==> config.mk <==
export PLATFORM = sky130hd
export DESIGN_NAME = frame_shadow_bank
export DESIGN_NICKNAME = d
export VERILOG_FILES = /design/src/rtl/shadow_bank_pkg.sv /design/src/rtl/shadow_vsync_edge.sv /design/src/rtl/shadow_ctrl.sv /design/src/rtl/shadow_window.sv /design/src/rtl/frame_shadow_bank.sv
export SDC_FILE = /design/constraint.sdc
export NUM_CORES = 2
export LEC_CHECK = 0
export BUFFER_PORTS_ARGS = -buffer_cell sky130_fd_sc_hd__buf_2
export CORE_UTILIZATION = 45
export DETAILED_ROUTE_END_ITERATION = 10
export PLACE_DENSITY = 0.76
export RECOVER_POWER = 25
export SLEW_MARGIN = 25
export SYNTH_ARGS = -nofsm -noshare
export SYNTH_HDL_FRONTEND = slang
export SYNTH_HIERARCHICAL = 1
export SYNTH_SLANG_ARGS = --single-unit
export TNS_END_PERCENT = 50
==> constraint.sdc <==
create_clock -name clk -period 4.8 [get_ports clk]
set_clock_uncertainty 0.1 [all_clocks]
set_input_delay 0.72 -clock clk [delete_from_list [all_inputs] [get_ports clk]]
set_output_delay 0.72 -clock clk [all_outputs]
set_load 0.02 [all_outputs]
==> src/rtl/shadow_bank_pkg.sv <==
package shadow_bank_pkg;
  localparam int REGS_PER_WIN = 5;
  localparam int IDX_W        = 3;
  localparam int CHAN_LSB     = 8;
  localparam int WINEN_BIT    = 0;

  typedef enum logic [IDX_W-1:0] {
    REG_START    = 3'd0,
    REG_END      = 3'd1,
    REG_TOPLEFT  = 3'd2,
    REG_BOTRIGHT = 3'd3,
    REG_WCTRL    = 3'd4
  } wreg_e;
endpackage

==> src/rtl/shadow_vsync_edge.sv <==
module shadow_vsync_edge (
  input  logic clk,
  input  logic rst,
  input  logic vsync,
  output logic vs_edge
);
  logic vs_prev;

  always_ff @(posedge clk) begin
    if (rst) vs_prev <= 1'b0;
    else     vs_prev <= vsync;
  end

  assign vs_edge = vsync & ~vs_prev;


  single_load_chk: assert property (@(posedge clk) disable iff (rst)
    vs_edge |=> !vs_edge);
endmodule

==> src/rtl/shadow_ctrl.sv <==
module shadow_ctrl #(
  parameter int NUM_WIN = 5
) (
  input  logic               clk,
  input  logic               rst,
  input  logic               wr_en,
  input  logic [NUM_WIN-1:0] prot_wdata,
  input  logic [NUM_WIN-1:0] chan_wdata,
  output logic [NUM_WIN-1:0] protect_q,
  output logic [NUM_WIN-1:0] chan_pend_q
);
  always_ff @(posedge clk) begin
    if (rst) begin
      protect_q   <= '0;
      chan_pend_q <= '0;
    end else if (wr_en) begin
      protect_q   <= prot_wdata;
      chan_pend_q <= chan_wdata;
    end
  end


  hold_bits_write_chk: assert property (@(posedge clk) disable iff (rst)
    wr_en |=> protect_q == $past(prot_wdata));
endmodule

==> src/rtl/shadow_window.sv <==
module shadow_window
  import shadow_bank_pkg::*;
#(
  parameter int DW   = 32,
  parameter int NREG = REGS_PER_WIN
) (
  input  logic             clk,
  input  logic             rst,
  input  logic             wr_en,
  input  logic [IDX_W-1:0] reg_sel,
  input  logic [DW-1:0]    wdata,
  input  logic             vs_edge,
  input  logic             protect,
  input  logic             chan_pend,
  output logic [NREG*DW-1:0] pend_flat,
  output logic [NREG*DW-1:0] act_flat,
  output logic             chan_act
);
  logic load;
  assign load = vs_edge & ~protect;

  for (genvar r = 0; r < NREG; r++) begin : g_reg
    logic [DW-1:0] pend_q;
    logic [DW-1:0] act_q;

    always_ff @(posedge clk) begin
      if (rst)                                    pend_q <= '0;
      else if (wr_en && reg_sel == IDX_W'(r))     pend_q <= wdata;
    end

    always_ff @(posedge clk) begin
      if (rst)       act_q <= '0;
      else if (load) act_q <= pend_q;
    end

    assign pend_flat[r*DW +: DW] = pend_q;
    assign act_flat[r*DW +: DW]  = act_q;
  end

  always_ff @(posedge clk) begin
    if (rst)       chan_act <= 1'b0;
    else if (load) chan_act <= chan_pend;
  end


  hold_between_frames_chk: assert property (@(posedge clk) disable iff (rst)
    !vs_edge |=> $stable(act_flat) && $stable(chan_act));


  load_on_edge_chk: assert property (@(posedge clk) disable iff (rst)
    (vs_edge && !protect) |=> act_flat == $past(pend_flat));


  protect_hold_chk: assert property (@(posedge clk) disable iff (rst)
    (vs_edge && protect) |=> $stable(act_flat));
endmodule

==> src/rtl/frame_shadow_bank.sv <==
module frame_shadow_bank
  import shadow_bank_pkg::*;
#(
  parameter int NUM_WIN = 5,
  parameter int DW      = 32,
  parameter int ADDR_W  = 6
) (
  input  logic                  clk,
  input  logic                  rst,
  input  logic                  vsync,
  input  logic                  bus_wr,
  input  logic                  bus_rd,
  input  logic [ADDR_W-1:0]     bus_addr,
  input  logic [DW-1:0]         bus_wdata,
  output logic [DW-1:0]         bus_rdata,
  output logic [NUM_WIN*DW-1:0] act_start,
  output logic [NUM_WIN*DW-1:0] act_end,
  output logic [NUM_WIN*DW-1:0] act_topleft,
  output logic [NUM_WIN*DW-1:0] act_botright,
  output logic [NUM_WIN*DW-1:0] act_wctrl,
  output logic [NUM_WIN-1:0]    act_win_en,
  output logic [NUM_WIN-1:0]    act_chan_en
);
  localparam int WSEL_W = ADDR_W - IDX_W;
  localparam int NREG   = REGS_PER_WIN;
  localparam logic [ADDR_W-1:0] CTRL_ADDR = ADDR_W'(NUM_WIN * (1 << IDX_W));

  logic [WSEL_W-1:0] win_sel;
  logic [IDX_W-1:0]  idx_sel;
  logic              win_hit;
  logic              ctrl_hit;
  logic              vs_edge;
  logic [NUM_WIN-1:0] protect_q;
  logic [NUM_WIN-1:0] chan_pend_q;
  logic [NREG*DW-1:0] pend_w [NUM_WIN];
  logic [NREG*DW-1:0] act_w  [NUM_WIN];
  logic [DW-1:0]      ctrl_word;
  logic [DW-1:0]      rd_mux;

  assign win_sel  = bus_addr[ADDR_W-1:IDX_W];
  assign idx_sel  = bus_addr[IDX_W-1:0];
  assign win_hit  = (int'(win_sel) < NUM_WIN) && (int'(idx_sel) < NREG);
  assign ctrl_hit = (bus_addr == CTRL_ADDR);

  shadow_vsync_edge u_edge (
    .clk     (clk),
    .rst     (rst),
    .vsync   (vsync),
    .vs_edge (vs_edge)
  );

  shadow_ctrl #(.NUM_WIN(NUM_WIN)) u_ctrl (
    .clk         (clk),
    .rst         (rst),
    .wr_en       (bus_wr && ctrl_hit),
    .prot_wdata  (bus_wdata[NUM_WIN-1:0]),
    .chan_wdata  (bus_wdata[CHAN_LSB +: NUM_WIN]),
    .protect_q   (protect_q),
    .chan_pend_q (chan_pend_q)
  );

  for (genvar w = 0; w < NUM_WIN; w++) begin : g_win
    shadow_window #(.DW(DW), .NREG(NREG)) u_win (
      .clk       (clk),
      .rst       (rst),
      .wr_en     (bus_wr && win_hit && win_sel == WSEL_W'(w)),
      .reg_sel   (idx_sel),
      .wdata     (bus_wdata),
      .vs_edge   (vs_edge),
      .protect   (protect_q[w]),
      .chan_pend (chan_pend_q[w]),
      .pend_flat (pend_w[w]),
      .act_flat  (act_w[w]),
      .chan_act  (act_chan_en[w])
    );

    assign act_start[w*DW +: DW]    = act_w[w][int'(REG_START)*DW    +: DW];
    assign act_end[w*DW +: DW]      = act_w[w][int'(REG_END)*DW      +: DW];
    assign act_topleft[w*DW +: DW]  = act_w[w][int'(REG_TOPLEFT)*DW  +: DW];
    assign act_botright[w*DW +: DW] = act_w[w][int'(REG_BOTRIGHT)*DW +: DW];
    assign act_wctrl[w*DW +: DW]    = act_w[w][int'(REG_WCTRL)*DW    +: DW];
    assign act_win_en[w]            = act_w[w][int'(REG_WCTRL)*DW + WINEN_BIT];
  end

  always_comb begin
    ctrl_word = '0;
    ctrl_word[NUM_WIN-1:0]        = protect_q;
    ctrl_word[CHAN_LSB +: NUM_WIN] = chan_pend_q;
  end

  always_comb begin
    rd_mux = '0;
    if (ctrl_hit)
      rd_mux = ctrl_word;
    else if (win_hit)
      rd_mux = pend_w[int'(win_sel)][int'(idx_sel)*DW +: DW];
  end

  always_ff @(posedge clk) begin
    if (rst)         bus_rdata <= '0;
    else if (bus_rd) bus_rdata <= rd_mux;
  end


  unmapped_read_zero_chk: assert property (@(posedge clk) disable iff (rst)
    (bus_rd && !win_hit && !ctrl_hit) |=> bus_rdata == '0);


  chan_frame_sync_chk: assert property (@(posedge clk) disable iff (rst)
    !vs_edge |=> $stable(act_chan_en));
endmodule

After elaboration in Yosys (flattened, before gate mapping). Index checks and enable logic that the tools add are counted.

Add/subtract/negate cells: 0. Multiply operators: 0. Div/mod/pow operators: 0. Magnitude comparators: 3. Eq/ne operators: 9. Shift-type cells: 1. Multiplexer cells: 5. Bitwise logic cells: 13. Reductions and logical operators: 35.

Operator list (number): binary-select mux 160 bit (select 3 bit) (1); 2-to-1 mux 160 bit (2); variable part select 160 x 9 -> 32 bit (1); 2-to-1 mux 32 bit (2); logical AND 1 bit (33); greater-or-equal comparator 32 x 4 -> 1 bit, second input constant (1); inverter 3 -> 32 bit (1); == test 3 x 2 -> 1 bit, second input constant (4); bitwise AND 1 bit (6); == test 3 x 1 -> 1 bit, second input constant (2); == test 3 bit, second input constant (2); == test 6 bit, second input constant (1); logical NOT 3 bit (2); less-than comparator 3 bit, second input constant (2); inverter 1 bit (6).

Register bits after elaboration: 1648. Bits in latches: 0. Memory bits (writable): 0. ROM bits: 0. Input bits: 43. Logic and storage cells: 125. Memories: 0.

Logic depth before layout (Yosys ltp).
Depth after elaboration: 7. Gate-level depth with buffers: 11.

Hierarchy. The synthesis kept the hierarchy.

By module, submodules not included: shadow_window (instances 5, cells an instance 1406, area an instance 11065.6 um^2); frame_shadow_bank (instances 1, cells an instance 1022, area an instance 8104.0 um^2); shadow_ctrl (instances 1, cells an instance 32, area an instance 352.8 um^2); shadow_vsync_edge (instances 1, cells an instance 3, area an instance 47.5 um^2).

Least setup slack after synthesis. No wires, ideal clock.

Path kind: input-to-reg. From: in bus_addr[3]. To: reg g_win[4].u_win.g_reg[0].pend_q[20]. Library setup time: 0.132 ns. Arrival: 3.235 ns. Setup slack: 1.333 ns. Stages: 11. Path through: buf_4 -> buf_4 -> buf_4 -> buf_4 -> buf_2 -> nor4b_1 -> or4b_1 -> buf_2 -> buf_6 -> nand2_1 -> a21oi_1.

Word-level cells in the longest chain between the ends: 5.

RTL lines: from (decl) (RTL line frame_shadow_bank.sv:13) `input logic [ADDR_W-1:0] bus_addr,`; less-than comparator 3 bit (RTL line frame_shadow_bank.sv:42) `assign win_hit = (int'(win_sel) < NUM_WIN) && (int'(idx_sel) < NREG);`; logical AND 1 bit (RTL line frame_shadow_bank.sv:42); logical AND 1 bit (RTL line frame_shadow_bank.sv:66) `.wr_en (bus_wr && win_hit && win_sel == WSEL_W'(w)),`; logical AND 1 bit (*) (RTL line frame_shadow_bank.sv:66); logical AND 1 bit (*) (RTL line shadow_window.sv:28) `else if (wr_en && reg_sel == IDX_W'(r)) pend_q <= wdata;`; to (signal assigned) (RTL line shadow_window.sv:28); to (decl) (RTL line shadow_window.sv:23) `logic [DW-1:0] pend_q;`.

Mark *: on every way between the ends. The rest lies on a longest branch, timed or not. A chain may end at the register's enable or synchronous reset.

==> qor.log <==
qor: sta.final.setup.tns 0 ns
qor: synth.synth.yosys.seq_area_share 0.5168
qor: route.avgRoutedWirePerCell 28.20 um
qor: synth.syn-cell-area 63830 sq um
qor: clocking.post_cts.repair.setup_buffers 0
qor: floorplan.number_of_placement_rows 137
qor: clocking.cts_tree done
qor: setup_path.worstSetupPathType input port to register
qor: pwr.cellLeakagePower 24.93 nW
qor: clocking.clk-insertion-delay-late 0.85 ns
qor: sta.worst-slew-pin-transition 2.695 ns
qor: synth.netlist.top_cell.by_area sky130_fd_sc_hd__dfxtp_1
qor: pwr.power_per_cell_area 392.7 nW/um^2
qor: synth.yosys_most_used_dff sky130_fd_sc_hd__dfxtp_1
qor: finish.areaGrowthSynthToFinish 16.14%
qor: sta.rsz0062_at_grt false
qor: setup_path.worstPathArrival 4.70 ns
qor: route.first_iter_violations 10.65k
qor: sta.timing.max_slew.rel_slack -0.7965
qor: finish.design.final.nets 8647
qor: setup_path.cell_by_cell_listing_of_the_critical_path clkbuf_2, nor2_1, buf_4, a22oi_1, o21ai_1
qor: sta.timing.final.crit_period 4.120 ns
qor: sta.slew_violations 463
qor: route.routed-via-count 63.84k
qor: clocking.clk_transition_reported_paths 0.07 ns
qor: clocking.cts.path.max_buffers 3
qor: clocking.clock-sinks 1648
qor: placed_design.postPlaceCellArea 68960 sq um
qor: sta.fin_crit_sh 0.8583
qor: synth.asyncSetResetFlopFracSynth 0
qor: setup_path.endpoint_kind register
qor: floorplan.ioPinCount 885
qor: clocking.cts_buffers 169
qor: synth.yosysTopAreaCellShare 0.5168
qor: global_route.number_of_global_route_vias_before_repair 57.30k
qor: route.vias_per_cell 6.010
qor: outcome.violations max-capacitance violations, max-slew violations
qor: sta.endpoints_failing_setup 0
qor: route.dr.pass1.iters 9
qor: synth.post_synth_inst_count 8087
qor: outcome.result_of_the_run finished, violations left
qor: finish.final_design_area_no_fill 74130 sq um
qor: synth.synthTopCellsByArea sky130_fd_sc_hd__dfxtp_1 52%, sky130_fd_sc_hd__nand2_1 19%, sky130_fd_sc_hd__a21oi_1 13%, sky130_fd_sc_hd__mux2i_1 4.4%, sky130_fd_sc_hd__clkbuf_1 2.1%
qor: floorplan.dieHeight 378.6 um
qor: synth.synthMostInstantiatedCell sky130_fd_sc_hd__nand2_1
qor: global_route.grt_antenna_before_repair 21
qor: placed_design.placement.io_buffers 884
qor: floorplan.die-area 143400 sq um
qor: floorplan.floorplan.initialDensity 0.4558
qor: clocking.post_cts_hold_buffer_count 0
qor: setup_path.critPathRequiredTime 5.38 ns
qor: pwr.irDropWorstVdd 0.2706 mV
qor: route.drt-total-wl 299.6 mm
qor: global_route.grt_pass1_wl 413.3 mm
qor: clocking.post_cts.resized_instances 0
qor: global_route.grt_use_total 0.4004
qor: synth.synth_area_per_cell 7.893 sq um
qor: route.route.antenna.remaining_nets 0
qor: synth.yosysWarningCount 6
qor: clocking.clock_h_tree_levels 4
qor: synth.synth_commonest_cells 3223 x sky130_fd_sc_hd__nand2_1, 1669 x sky130_fd_sc_hd__a21oi_1, 1648 x sky130_fd_sc_hd__dfxtp_1
qor: synth.syn_nets 8130
qor: sta.fmax 242.7 MHz
qor: clocking.clock-root-buffer sky130_fd_sc_hd__clkbuf_16
qor: finish.post_route_cells_drive_above_1_share 0.09397
qor: worst_hold_path.hold_path.class input port to register
qor: setup_path.cp_slowest_cell sky130_fd_sc_hd__clkbuf_2
qor: setup_path.worstPathMaxFanout 92
qor: synth.synth_enable_flop_cells 0
qor: sta.finalHoldViolations 0
qor: floorplan.fp.dieW 378.6 um
qor: route.post-route-drc-count 0
qor: global_route.grt_overflow 0
qor: setup_path.timing.critical_path.slowest_cell_delay 1.86 ns
qor: synth.ys_seq_elements 1648
qor: global_route.maximum_number_of_pins_on_one_net_before_global_route_repair 239
qor: pwr.total_power 0.02911 W
qor: placed_design.place.gp.congestion 1.158
qor: flow_run.max_cap_violations 9
qor: placed_design.hpwl 203.4 mm
qor: setup_path.startpoint_type input port
qor: floorplan.core_region_area 140000 sq um
qor: synth.yosys.cell_types.count 48
-- layer usage --
metal  vias up  share of wire  global-route usage
li1      27761              -                   -
met1     30280           0.37              0.5132
met2      4751           0.40              0.5569
met3      1025           0.14              0.1267
met4        18          0.091              0.3046
met5         -        0.00043                   0
-- cells by family after synthesis --
logic type	count (synthesis)	synth area share
AO/OA/AOI/OAI	2013	0.1694
buffers and inverters	676	0.04814
flip-flops	1648	0.5168
multiplexers	320	0.05277
AND/OR/NAND/NOR	3430	0.2129
-- path summary, 6_finish.rpt --
kind	start	to	slack (ns)	depth (start not counted)
worst min-delay path	vsync	u_edge/vs_prev	0.03	2
worst min register to register	g_win[4].u_win/g_reg[1].pend_q[5]	g_win[4].u_win/g_reg[1].act_q[5]	0.34	2
worst max-delay path	rst	bus_rdata[18]	0.68	5
worst max register to register	u_edge/vs_prev	g_win[4].u_win/chan_act	0.75	5
-- registers in the layout (all words and copies together) (netlist names) --
name,cells
u_edge/vs_prev,1
u_ctrl/protect_q,5
g_win.u_win/g.pend_q,800
g_win.u_win/g.act_q,800
g_win.u_win/chan_act,5
bus_rdata,32
u_ctrl/chan_pend_q,5
-- metrics by stage --
stage	hold WS, ns	instances	worst slack [ns]	util
CTS	0.001138	10612	1.614	0.5343
global placement	0.3413	10307	0.7411	0.4922
finish	0.02527	10622	0.6799	0.5294
detailed placement	0.3430	10308	0.7584	0.4924
global route	0.01456	10618	0.6720	0.5293
floorplan	0.3417	8087	1.333	-
-- power by group --
| group | switching [W] | internal, W |
|---|---|---|
| Combinational | 0.00121 | 0.000248 |
| Clock | 0.00584 | 0.00808 |
| Sequential | 0.0000371 | 0.0137 |
| Total | 0.00708 | 0.0220 |
-- cells in the final DEF, fill, tap and decap left out, types with 34 or more instances in the layout --
master | netlist | routed
sky130_fd_sc_hd__mux2i_1 | 278 | 278
sky130_fd_sc_hd__nand3b_1 | 34 | 34
sky130_fd_sc_hd__nand2_1 | 3223 | 3223
sky130_fd_sc_hd__buf_2 | 241 | 323
sky130_fd_sc_hd__dfxtp_1 | 1648 | 1648
sky130_fd_sc_hd__clkbuf_16 | 0 | 172
sky130_fd_sc_hd__a21oi_1 | 1669 | 1669
sky130_fd_sc_hd__clkbuf_1 | 359 | 599
sky130_fd_sc_hd__o22ai_1 | 54 | 54
sky130_fd_sc_hd__buf_4 | 24 | 117
sky130_fd_sc_hd__o21ai_0 | 100 | 99
sky130_fd_sc_hd__nor2_1 | 86 | 86
-- final cells by class --
class | count | area (sq um)
timing repair buffer | 1020 | 5039
fill | 13247 | 65910
antenna | 9 | 22.52
sequential | 1648 | 32990
tap | 1876 | 2347
clock buffer | 247 | 4876
multi-input combinational | 5763 | 27870
clock inverter | 57 | 980.9
inverter | 2 | 7.507
-- worst max-delay path: cells and delay by family --
| family | cells | cell delay [ns] |
|---|---|---|
| compound gates | 2 | 0.90 |
| buf+inv | 2 | 2.29 |
| simple gates | 1 | 0.70 |
(Power assumes the default switching activity.)
